## config.mk

```make
export PLATFORM = sky130hd
export DESIGN_NAME = wreg_write_handler
export DESIGN_NICKNAME = d
export VERILOG_FILES = /design/src/rtl/wreg_pkg.sv /design/src/rtl/wreg_crc16.sv /design/src/rtl/wreg_map.sv /design/src/rtl/wreg_write_handler.sv
export SDC_FILE = /design/constraint.sdc
export NUM_CORES = 1
export LEC_CHECK = 0
export BUFFER_PORTS_ARGS = -buffer_cell sky130_fd_sc_hd__buf_2
export CORE_ASPECT_RATIO = 1.5
export CORE_MARGIN = 4
export CORE_UTILIZATION = 30
export DETAILED_ROUTE_END_ITERATION = 6
export PLACE_DENSITY = 0.59
export RECOVER_POWER = 100
export SYNTH_ARGS = -nofsm -noshare
export SYNTH_HDL_FRONTEND = slang
export SYNTH_SLANG_ARGS = --single-unit
```

## constraint.sdc

```tcl
create_clock -name clk -period 3.1 [get_ports clk]
set_input_delay 0.465 -clock clk [delete_from_list [all_inputs] [get_ports clk]]
set_output_delay 0.465 -clock clk [all_outputs]
set_load 0.02 [all_outputs]
```

## src/rtl/wreg_pkg.sv

```systemverilog
package wreg_pkg;
    localparam int WORD_W = 16;
    localparam int ADDR_W = 6;
    localparam int CNT_W  = 7;
    localparam logic [2:0] OP_WRITE = 3'b011;
    localparam logic [2:0] OP_ECHO  = 3'b010;
    localparam logic [WORD_W-1:0] CRC_POLY = 16'h1021;
    localparam logic [WORD_W-1:0] CRC_SEED = 16'hFFFF;

    typedef enum logic [2:0] {
        ST_IDLE,
        ST_CMD,
        ST_DATA,
        ST_CRC,
        ST_DONE,
        ST_SKIP
    } wr_state_t;
endpackage

```

## src/rtl/wreg_crc16.sv

```systemverilog
module wreg_crc16 #(
    parameter int W = 16,
    parameter logic [W-1:0] POLY = 16'h1021
) (
    input  logic [W-1:0] crc_in,
    input  logic [W-1:0] data_in,
    output logic [W-1:0] crc_out
);
    // One full word folded in per cycle, most significant bit first.
    always_comb begin
        logic [W-1:0] c;
        c = crc_in;
        for (int i = W - 1; i >= 0; i--) begin
            if (c[W-1] ^ data_in[i]) c = {c[W-2:0], 1'b0} ^ POLY;
            else                     c = {c[W-2:0], 1'b0};
        end
        crc_out = c;
    end
endmodule

```

## src/rtl/wreg_map.sv

```systemverilog
module wreg_map #(
    parameter int ADDR_W    = 6,
    parameter int MAP_DEPTH = 20,
    parameter logic [(1<<ADDR_W)-1:0] WR_MASK = '1
) (
    input  logic [ADDR_W:0] addr,       // extra MSB marks a walk past the top
    output logic            writable
);
    localparam int NADDR = 1 << ADDR_W;

    logic [NADDR-1:0] slot_ok;

    for (genvar i = 0; i < NADDR; i++) begin : g_slot
        if (i < MAP_DEPTH) begin : g_mapped
            assign slot_ok[i] = WR_MASK[i];
        end else begin : g_unmapped
            assign slot_ok[i] = 1'b0;
        end
    end

    assign writable = !addr[ADDR_W] && slot_ok[addr[ADDR_W-1:0]];
endmodule

```

## src/rtl/wreg_write_handler.sv

```systemverilog
module wreg_write_handler
    import wreg_pkg::*;
#(
    parameter int MAP_DEPTH = 20,
    parameter logic [(1<<ADDR_W)-1:0] WR_MASK = 64'h0000_0000_000F_FBFC
) (
    input  logic              clk,
    input  logic              rst_n,
    input  logic              crc_en,
    input  logic              frame_start,
    input  logic              frame_end,
    input  logic              rx_valid,
    input  logic [WORD_W-1:0] rx_word,
    output logic [WORD_W-1:0] resp_word,
    output logic              rf_we,
    output logic [ADDR_W-1:0] rf_addr,
    output logic [WORD_W-1:0] rf_wdata,
    output logic              crc_err
);
    localparam int LEFT_W = CNT_W + 1;

    wr_state_t state_q, state_d, st_eff;

    logic [ADDR_W-1:0] base_q, base_d;
    logic [ADDR_W:0]   addr_q, addr_d;
    logic [LEFT_W-1:0] left_q, left_d;
    logic [LEFT_W-1:0] wcnt_q, wcnt_d, wcnt_m1;
    logic [WORD_W-1:0] crc_q, crc_d, crc_src, crc_next;
    logic              wrf_q, wrf_d;
    logic              err_q, err_d;
    logic              we_q, we_d;
    logic [ADDR_W-1:0] waddr_q, waddr_d;
    logic [WORD_W-1:0] wdata_q, wdata_d;
    logic [WORD_W-1:0] resp_q, resp_d;
    logic              map_ok;

    assign st_eff  = frame_start ? ST_CMD : state_q;
    assign crc_src = (st_eff == ST_CMD) ? CRC_SEED : crc_q;

    wreg_crc16 #(.W(WORD_W), .POLY(CRC_POLY)) u_crc (
        .crc_in  (crc_src),
        .data_in (rx_word),
        .crc_out (crc_next)
    );

    wreg_map #(.ADDR_W(ADDR_W), .MAP_DEPTH(MAP_DEPTH), .WR_MASK(WR_MASK)) u_map (
        .addr     (addr_q),
        .writable (map_ok)
    );

    // State register
    always_ff @(posedge clk or negedge rst_n) begin
        if (!rst_n) state_q <= ST_IDLE;
        else        state_q <= state_d;
    end

    // Next state and datapath
    always_comb begin
        state_d = st_eff;
        base_d  = base_q;
        addr_d  = addr_q;
        left_d  = left_q;
        wcnt_d  = wcnt_q;
        crc_d   = crc_q;
        wrf_d   = frame_start ? 1'b0 : wrf_q;
        err_d   = err_q;
        we_d    = 1'b0;
        waddr_d = waddr_q;
        wdata_d = wdata_q;
        resp_d  = resp_q;
        if (rx_valid) begin
            unique case (st_eff)
                ST_CMD: begin
                    if (rx_word[15:13] == OP_WRITE) begin
                        base_d  = rx_word[12:7];
                        addr_d  = {1'b0, rx_word[12:7]};
                        left_d  = {1'b0, rx_word[CNT_W-1:0]} + 1'b1;
                        wcnt_d  = '0;
                        crc_d   = crc_next;
                        wrf_d   = 1'b1;
                        state_d = ST_DATA;
                    end else begin
                        state_d = ST_SKIP;
                    end
                end
                ST_DATA: begin
                    crc_d = crc_next;
                    if (map_ok) begin
                        we_d    = 1'b1;
                        waddr_d = addr_q[ADDR_W-1:0];
                        wdata_d = rx_word;
                        wcnt_d  = wcnt_q + 1'b1;
                    end
                    if (!addr_q[ADDR_W]) addr_d = addr_q + 1'b1;
                    left_d = left_q - 1'b1;
                    if (left_q == 1) state_d = crc_en ? ST_CRC : ST_DONE;
                end
                ST_CRC: begin
                    if (rx_word != crc_q) err_d = 1'b1;
                    state_d = ST_DONE;
                end
                default: ;
            endcase
        end
        wcnt_m1 = wcnt_d - 1'b1;
        if (frame_end) begin
            state_d = ST_IDLE;
            resp_d  = wrf_d ? {OP_ECHO, base_d, wcnt_m1[CNT_W-1:0]} : '0;
        end
    end

    // Output and datapath registers
    always_ff @(posedge clk or negedge rst_n) begin
        if (!rst_n) begin
            base_q  <= '0;
            addr_q  <= '0;
            left_q  <= '0;
            wcnt_q  <= '0;
            crc_q   <= CRC_SEED;
            wrf_q   <= 1'b0;
            err_q   <= 1'b0;
            we_q    <= 1'b0;
            waddr_q <= '0;
            wdata_q <= '0;
            resp_q  <= '0;
        end else begin
            base_q  <= base_d;
            addr_q  <= addr_d;
            left_q  <= left_d;
            wcnt_q  <= wcnt_d;
            crc_q   <= crc_d;
            wrf_q   <= wrf_d;
            err_q   <= err_d;
            we_q    <= we_d;
            waddr_q <= waddr_d;
            wdata_q <= wdata_d;
            resp_q  <= resp_d;
        end
    end

    assign resp_word = resp_q;
    assign rf_we     = we_q;
    assign rf_addr   = waddr_q;
    assign rf_wdata  = wdata_q;
    assign crc_err   = err_q;
endmodule

```

==> impl_summary.txt, run 1 <==
----------------------------------------------------
[Global route]
  Largest net degree at the start of global routing ... 51
  Global route total overflow ... 0
  Via count of the first global-routing pass ... 4390
  All-Layer GR Usage ... 14.7%
  Number of antenna violations at the first check in global routing ... 0
  Wire length of the first global-routing pass ... 22700 um

[Routing]
  Wl on met1 ... 5660 um
  First drt pass iteration count ... 5
  Met2 WL ... 7730 um
  Drt initial violations ... around 290
  Antenna Nets Post-Route ... 0
  Drt wl/cell ... between 15 and 20 um
  DRC Markers ... 0
  Via count of the routed design ... 4244
  Vias per inst ... 5.24
  Met3 WL post-DR ... 481 um
  Top metal layer carrying routed signals ... met4
  Detailed-route wire length ... 14400 um

[Die]
  Number of rows in the core area ... 59
  Initial Utilization ... between 30% and 40%
  Die Y ... 172 um
  Number of I/O pins ... between 60 and 70
  Area of the core region ... 17400 um2
  Chip width ... 117 um
  Floorplan die area ... between 20000 and 25000 um2

[Layout]
  Most used cells in the layout excluding fill and tap cells ... sky130_fd_sc_hd__dfrtp_1, sky130_fd_sc_hd__nand2_1, sky130_fd_sc_hd__xnor2_1, sky130_fd_sc_hd__clkbuf_1, sky130_fd_sc_hd__nor2_1
  Inserted Diodes ... 0
  Layout overhead on the synthesized area ... 12.9%
  Number of filler cells placed in the layout ... 1793
  Nets ... ~620
  Share of final-layout standard cells stronger than drive strength 1 ... 17.1%
  Leading cell type in the layout, fill and taps excluded ... sky130_fd_sc_hd__dfrtp_1
  Post-layout instance area ... 6040 um2

[CTS]
  Hold Buf Count CTS ... 0
  Post-CTS Resized ... 0
  H-Tree Depth ... 3
  Clock Pin Slew Worst Setup and Hold Paths ... ~70 ps
  Total clock buffers created by CTS ... 9
  Worst skew pair latency ... 340 ps
  Num Clock Sinks ... 86
  CTS tree ... done
  Max Root-Sink Buffers ... 2
  Number of post-CTS setup repair buffers ... 0
  Clock root buffer ... sky130_fd_sc_hd__clkbuf_16

[Setup path]
  Worst Setup End Kind ... flip-flop
  Dominant delay contributor by cell family on the critical path ... simple AND/OR/NAND/NOR gates
  Count of buffer and inverter cells on the critical path ... 2
  Crit Path Category ... reg2reg
  Cell chain of the critical path ... nor3b_4, or2_0, buf_4, buf_4, nor3b_1, and3_1, and3_1, a2111oi_2, nand4_1
  Max Fanout on Critical Path ... 8
  Worst path slowest cell ... sky130_fd_sc_hd__or2_0
  Peak per-stage delay on the critical path ... 460 ps
  Crit path required time ... 3350 ps
  Setup crit start kind ... flip-flop
  Data arrival at the endpoint of the critical path ... 3020 ps

[Timing]
  Max Clk Rate ... 361 MHz
  Setup slack of the critical path after layout ... 332 ps
  Final Critical Period ... ~2800 ps
  Number of endpoints failing setup at the final stage ... 0
  Clock skew after layout ... 8.11 ps
  Max Slew Vio Count ... 38
  Final TNS setup ... 0 ps
  Fin crit share ... between 80% and 90%
  Relative slew slack ... -43.0%
  Fin. Hold Viols ... 0
  RSZ-0062 raised after global routing ... false
  Slew of the pin with the lowest slew margin ... around 2100 ps

[Place]
  Number of port buffers ... 59
  Weighted congestion reported at the end of routability-driven placement ... 0.875
  Area after detailed placement ... roughly 5800 um2
  Setup WS pre-CTS ... 398 ps
  DPL Wire Length ... 10800 um

[Yosys]
  Number of distinct standard cells referenced by the synthesized netlist ... 76
  Share of synthesized registers carrying an async set or reset ... 100%
  Post-synth EDFFs ... 0
  Portion of the post-synthesis area used by sequential elements ... 40.6%
  Average cell area after synthesis ... around 9.8 um2
  Count of synthesis-stage warnings from yosys ... 0
  Synthesis-stage register bit count ... 86
  Mapped Cells ... between 500 and 600
  Synthesized area ... 5350 um2
  Prevailing post-synth register cell ... sky130_fd_sc_hd__dfrtp_1

[Outcome]
  Failing checks ... max-capacitance violations, max-slew violations
  Outcome ... finished, violations left

[Power and ir drop]
  P per Cell Area ... 840 nW/um2
  Leakage ... 2.60 nW
  Maximum vdd ir drop ... 0.361 mV

[Hold path]
  Hold Crit Class ... in2reg

[Flow run]
  # Max-Cap Violations ... 1

----------------------------------------------------
cell usage after synthesis, types with 2 or more instances:
cell type	number	share of area, %
sky130_fd_sc_hd__a211oi_1	2	0.28
sky130_fd_sc_hd__a21boi_1	2	0.28
sky130_fd_sc_hd__a21o_1	4	0.56
sky130_fd_sc_hd__a21oi_1	33	3.1
sky130_fd_sc_hd__a221oi_1	2	0.33
sky130_fd_sc_hd__a22o_1	3	0.49
sky130_fd_sc_hd__a22oi_1	2	0.28
sky130_fd_sc_hd__a31o_2	6	0.98
sky130_fd_sc_hd__a31oi_1	2	0.23
sky130_fd_sc_hd__a41oi_1	2	0.33
sky130_fd_sc_hd__and2_1	6	0.70
sky130_fd_sc_hd__and3_1	7	0.82
sky130_fd_sc_hd__buf_2	13	1.2
sky130_fd_sc_hd__buf_4	3	0.42
sky130_fd_sc_hd__clkbuf_1	19	1.3
sky130_fd_sc_hd__dfrtp_1	70	33
sky130_fd_sc_hd__dfstp_2	16	7.9
sky130_fd_sc_hd__ha_1	7	1.6
sky130_fd_sc_hd__inv_1	18	1.3
sky130_fd_sc_hd__mux2_2	28	5.9
sky130_fd_sc_hd__nand2_1	40	2.8
sky130_fd_sc_hd__nand3_1	13	1.2
sky130_fd_sc_hd__nand4_1	2	0.23
sky130_fd_sc_hd__nor2_1	38	2.7
sky130_fd_sc_hd__nor2b_1	8	0.94
sky130_fd_sc_hd__nor3_1	18	1.7
sky130_fd_sc_hd__nor3b_1	6	0.84
sky130_fd_sc_hd__nor4_1	10	1.2
sky130_fd_sc_hd__o211a_1	2	0.37
sky130_fd_sc_hd__o21a_1	2	0.28
sky130_fd_sc_hd__o21ai_0	34	3.2
sky130_fd_sc_hd__o21ai_1	2	0.19
sky130_fd_sc_hd__o22a_1	2	0.33
sky130_fd_sc_hd__o22ai_1	6	0.70
sky130_fd_sc_hd__o31ai_1	2	0.28
sky130_fd_sc_hd__or3_1	4	0.47
sky130_fd_sc_hd__xnor2_1	38	6.2
sky130_fd_sc_hd__xnor2_2	3	0.91
sky130_fd_sc_hd__xnor3_1	2	0.84
sky130_fd_sc_hd__xor2_1	32	5.2
sky130_fd_sc_hd__xor3_1	4	1.8
cell families after synthesis:
| family | count (synthesis) | synth area share, % |
|---|---|---|
| AO/OA/AOI/OAI | 125 | 15.6 |
| XOR/XNOR | 80 | 15.3 |
| adder cells (fa/ha/maj) | 7 | 1.64 |
| buffers and inverters | 55 | 4.61 |
| flip-flops | 86 | 40.6 |
| multiplexers | 28 | 5.89 |
| other | 1 | 0.0701 |
| AND/OR/NAND/NOR | 166 | 16.3 |
final timing paths:
check | end | slack (ps) | start | depth (start not counted)
worst max register to register | crc_q[12] | 330 | state_q[0] | 9
worst max-delay path | crc_q[12] | 330 | state_q[0] | 9
min in group asynchronous | resp_word[2] | 740 | rst_n | 1
worst min-delay path | rf_wdata[1] | 470 | rx_word[1] | 2
max in group asynchronous | rf_wdata[7] | 570 | rst_n | 2
worst min register to register | resp_word[14] | 490 | resp_word[14] | 1
metal layers:
| layer | vias up | global-route usage (%) |
|---|---|---|
| li1 | 2003 | - |
| met5 | - | 0 |
| met1 | 2096 | 16.6 |
| met3 | 35 | 2.15 |
| met2 | 110 | 26.5 |
| met4 | 0 | 7.39 |
state kept, by name (all words and copies together) (netlist names):
name       flops
state_q        3
left_q         8
wrf_q          1
wcnt_q         7
rf_addr        6
rf_we          1
rf_wdata      16
crc_err        1
base_q         6
resp_word     14
crc_q         16
addr_q         7
area by class of cell:
| class | instances | area (um2) | area share, % |
|---|---|---|---|
| sequential | 86 | 2170 | 36.0 |
| clock inverter | 6 | 70.1 | 1.16 |
| tap | 213 | 267 | 4.41 |
| clock buffer | 10 | 239 | 3.96 |
| inverter | 19 | 76.3 | 1.26 |
| timing repair buffer | 68 | 312 | 5.16 |
| multi-input combinational | 408 | 2910 | 48.1 |
worst register-to-register path: stages, from the launching register on:
cell and delay, ps:
sky130_fd_sc_hd__dfrtp_1 450, sky130_fd_sc_hd__nor3b_4 430, sky130_fd_sc_hd__or2_0 460, sky130_fd_sc_hd__buf_4 270, sky130_fd_sc_hd__buf_4 160, sky130_fd_sc_hd__nor3b_1 60
sky130_fd_sc_hd__and3_1 180, sky130_fd_sc_hd__and3_1 190, sky130_fd_sc_hd__a2111oi_2 350, sky130_fd_sc_hd__nand4_1 130
per-stage QoR:
step / power (mW) / hold slack, ps / instances / utilization, %
global route: 5.40 / 472 / 810 / 34.7
global placement: 3.97 / 469 / 794 / 33.5
finish: 5.07 / 471 / 810 / 34.7
detailed placement: 4.03 / 474 / 794 / 33.5
floorplan: 3.46 / 169 / 549 / -
CTS: 5.18 / 113 / 810 / 35.3
power by group:
| part | leakage (nW) | switching, mW | internal (mW) |
|---|---|---|---|
| clock network | 0.147 | 0.474 | 0.652 |
| logic | 1.37 | 1.19 | 0.946 |
| registers | 1.09 | 0.327 | 1.49 |
| total | 2.60 | 1.99 | 3.08 |
(Power assumes the default switching activity.)
==> run 2: changes to the inputs <==
- clock period: 3.1 -> 3.3 ns (I/O delays scaled with it)
==> run 2 against run 1 <==
Net effect:
- the flow still finishes with violations (max-capacitance violations, max-slew violations)
- sequential cell count unchanged
- critical path depth decreased by 1
- setup slack improved by 47 ps
- sequential power decreased by 6%
- register-to-register slack improved by 50 ps
- highest routed layer unchanged
- count of clock-buffer cells in the layout decreased by 1
==> impl_summary.txt, run 2 (synthesized netlist as in run 1, its figures left out) <==
----------------------------------------------------
[CTS]
  Clock root buffer ... sky130_fd_sc_hd__clkbuf_16
  Clock Pin Slew Worst Setup and Hold Paths ... about 70 ps
  Worst skew pair latency ... 340 ps
  Post-CTS Resized ... 0
  Total clock buffers created by CTS ... 9
  Num Clock Sinks ... 86
  Hold Buf Count CTS ... 0
  Number of post-CTS setup repair buffers ... 0
  Max Root-Sink Buffers ... 2
  H-Tree Depth ... 3
  CTS tree ... done

[Setup path]
  Worst path slowest cell ... sky130_fd_sc_hd__or2_1
  Data arrival at the endpoint of the critical path ... 3190 ps
  Dominant delay contributor by cell family on the critical path ... simple AND/OR/NAND/NOR gates
  Crit Path Category ... reg2reg
  Cell chain of the critical path ... nor3b_4, or2_1, clkbuf_1, nor2_1, xnor2_1, xnor2_1, a21oi_1, o22a_1
  Number of cells on the worst reg-to-reg path ... 8
  Setup crit start kind ... flip-flop
  Cell depth of the worst setup path ... 8
  Max Fanout on Critical Path ... 12
  Capturing element of the worst setup path ... crc_q[14]
  Peak per-stage delay on the critical path ... 530 ps
  Count of buffer and inverter cells on the critical path ... 1
  Most common cell on crit path ... sky130_fd_sc_hd__xnor2_1
  Reg-to-reg critical path endpoint ... crc_q[14]
  Worst Setup End Kind ... flip-flop
  R2r setup slk ... 380 ps
  Source of the worst register-to-register timing path ... state_q[1]
  Launching element of the worst setup path ... state_q[1]
  Crit path required time ... 3570 ps

[Global route]
  All-Layer GR Usage ... 15.0%
  Met3 Track Usage GR ... between 2 and 3%
  Met2 track demand over resource ... 26.7%
  Global-route met1 utilization ... 17.3%
  Wire length of the first global-routing pass ... 23400 um
  GRT Max-Usage Layer ... met2
  Via count of the first global-routing pass ... 4469
  Largest net degree at the start of global routing ... 45
  Global route total overflow ... 0
  Number of antenna violations at the first check in global routing ... 0

[Routing]
  First drt pass iteration count ... 4
  DRC Markers ... 0
  Vias per inst ... 5.27
  Drt wl/cell ... 17.8 um
  Antenna Nets Post-Route ... 0
  Via count of the routed design ... 4268
  Drt initial violations ... 225
  Detailed-route wire length ... 14400 um

[Die]
  Floorplan die area ... 20100 um2
  Number of rows in the core area ... 59
  Initial Utilization ... 30.7%
  Number of I/O pins ... 62
  Chip width ... 117 um
  Die Y ... 172 um
  Area of the core region ... 17400 um2

[Flow run]
  # Max-Cap Violations ... 1

[Timing]
  Hold Slack ... 480 ps
  Fin. Hold Viols ... 0
  Clock skew after layout ... 7.78 ps
  Slew of the pin with the lowest slew margin ... 2440 ps
  Relative slew slack ... -62.8%
  RSZ-0062 raised after global routing ... false
  Fin crit share ... 88.5%
  Max Slew Vio Count ... 45
  Max Clk Rate ... 342 MHz
  Number of endpoints failing setup at the final stage ... 0
  Final TNS setup ... 0 ps
  Final Critical Period ... 2920 ps

[Layout]
  Layout overhead on the synthesized area ... 12.5%
  Leading cell type in the layout, fill and taps excluded ... sky130_fd_sc_hd__dfrtp_1
  Non-Filler Instances ... 810
  Core occupancy in the finished layout ... 34.5%
  Nets ... 621
  Most used cells in the layout excluding fill and tap cells ... sky130_fd_sc_hd__dfrtp_1, sky130_fd_sc_hd__clkbuf_1, sky130_fd_sc_hd__nand2_1
  Share of final-layout standard cells stronger than drive strength 1 ... about 16%
  Number of filler cells placed in the layout ... 1842
  Inserted Diodes ... 0
  Sequential cell area ... 2170 um2
  Combined area of the multi-input logic cells ... 2900 um2

[Outcome]
  Outcome ... finished, violations left
  Failing checks ... max-capacitance violations, max-slew violations

[Place]
  Placed Cells incl. Taps ... 794
  Weighted congestion reported at the end of routability-driven placement ... roughly 0.91
  Number of port buffers ... 59
  DPL Wire Length ... 10800 um

[Hold path]
  Hold Crit Class ... reg2reg

[Power and ir drop]
  Leakage ... 2.60 nW
  Maximum vdd ir drop ... approximately 0.34 mV
  P per Cell Area ... 793 nW/um2

----------------------------------------------------
## run 2: metal layers
metal | part of all wire [%] | up-vias
li1 | - | 2014
met1 | 38 | 2110
met2 | 54 | 113
met3 | 4.6 | 31
met4 | 3.5 | 0
met5 | 0 | -
## run 2: report_power, final
part           switching, mW  total, mW  internal [mW]
Sequential             0.314       1.71           1.39
Combinational           1.12       2.00          0.886
Clock                  0.461       1.06          0.599
## run 2: cell type report
| cell class | instances | area share, % |
|---|---|---|
| tap | 213 | 4.43 |
| sequential | 86 | 36.1 |
| clock inverter | 7 | 1.33 |
| clock buffer | 9 | 3.74 |
| timing repair buffer | 68 | 4.91 |
| multi-input combinational | 408 | 48.2 |
| inverter | 19 | 1.27 |
## run 2: worst register-to-register path: cells and delay by family (launching register included)
kind                   cells  cell delay [ps]
AND/OR/NAND/NOR            3             1070
AO/OA/AOI/OAI              2              350
XOR/XNOR                   2              610
flip-flops                 1              450
buffers and inverters      1              370
## run 2: through the flow
stage	area, um2	setup slack, ps	total power [mW]
6_report	6020	380	4.77
5_1_grt	6020	187	5.10
4_1_cts	6130	499	4.87
3_5_place_dp	5820	523	3.79
3_3_place_gp	5820	532	3.73
2_1_floorplan	5350	699	3.25
## run 2: worst min path at each step
stage | startpoint | cells after the start | to
global route | rx_word[0] | 2 | left_q[0]
finish | resp_word[14] | 1 | resp_word[14]
detailed placement | resp_word[14] | 1 | resp_word[14]
global placement | resp_word[14] | 1 | resp_word[14]
floorplan | rst_n | 0 | addr_q[0]
CTS | rst_n | 1 | resp_word[14]
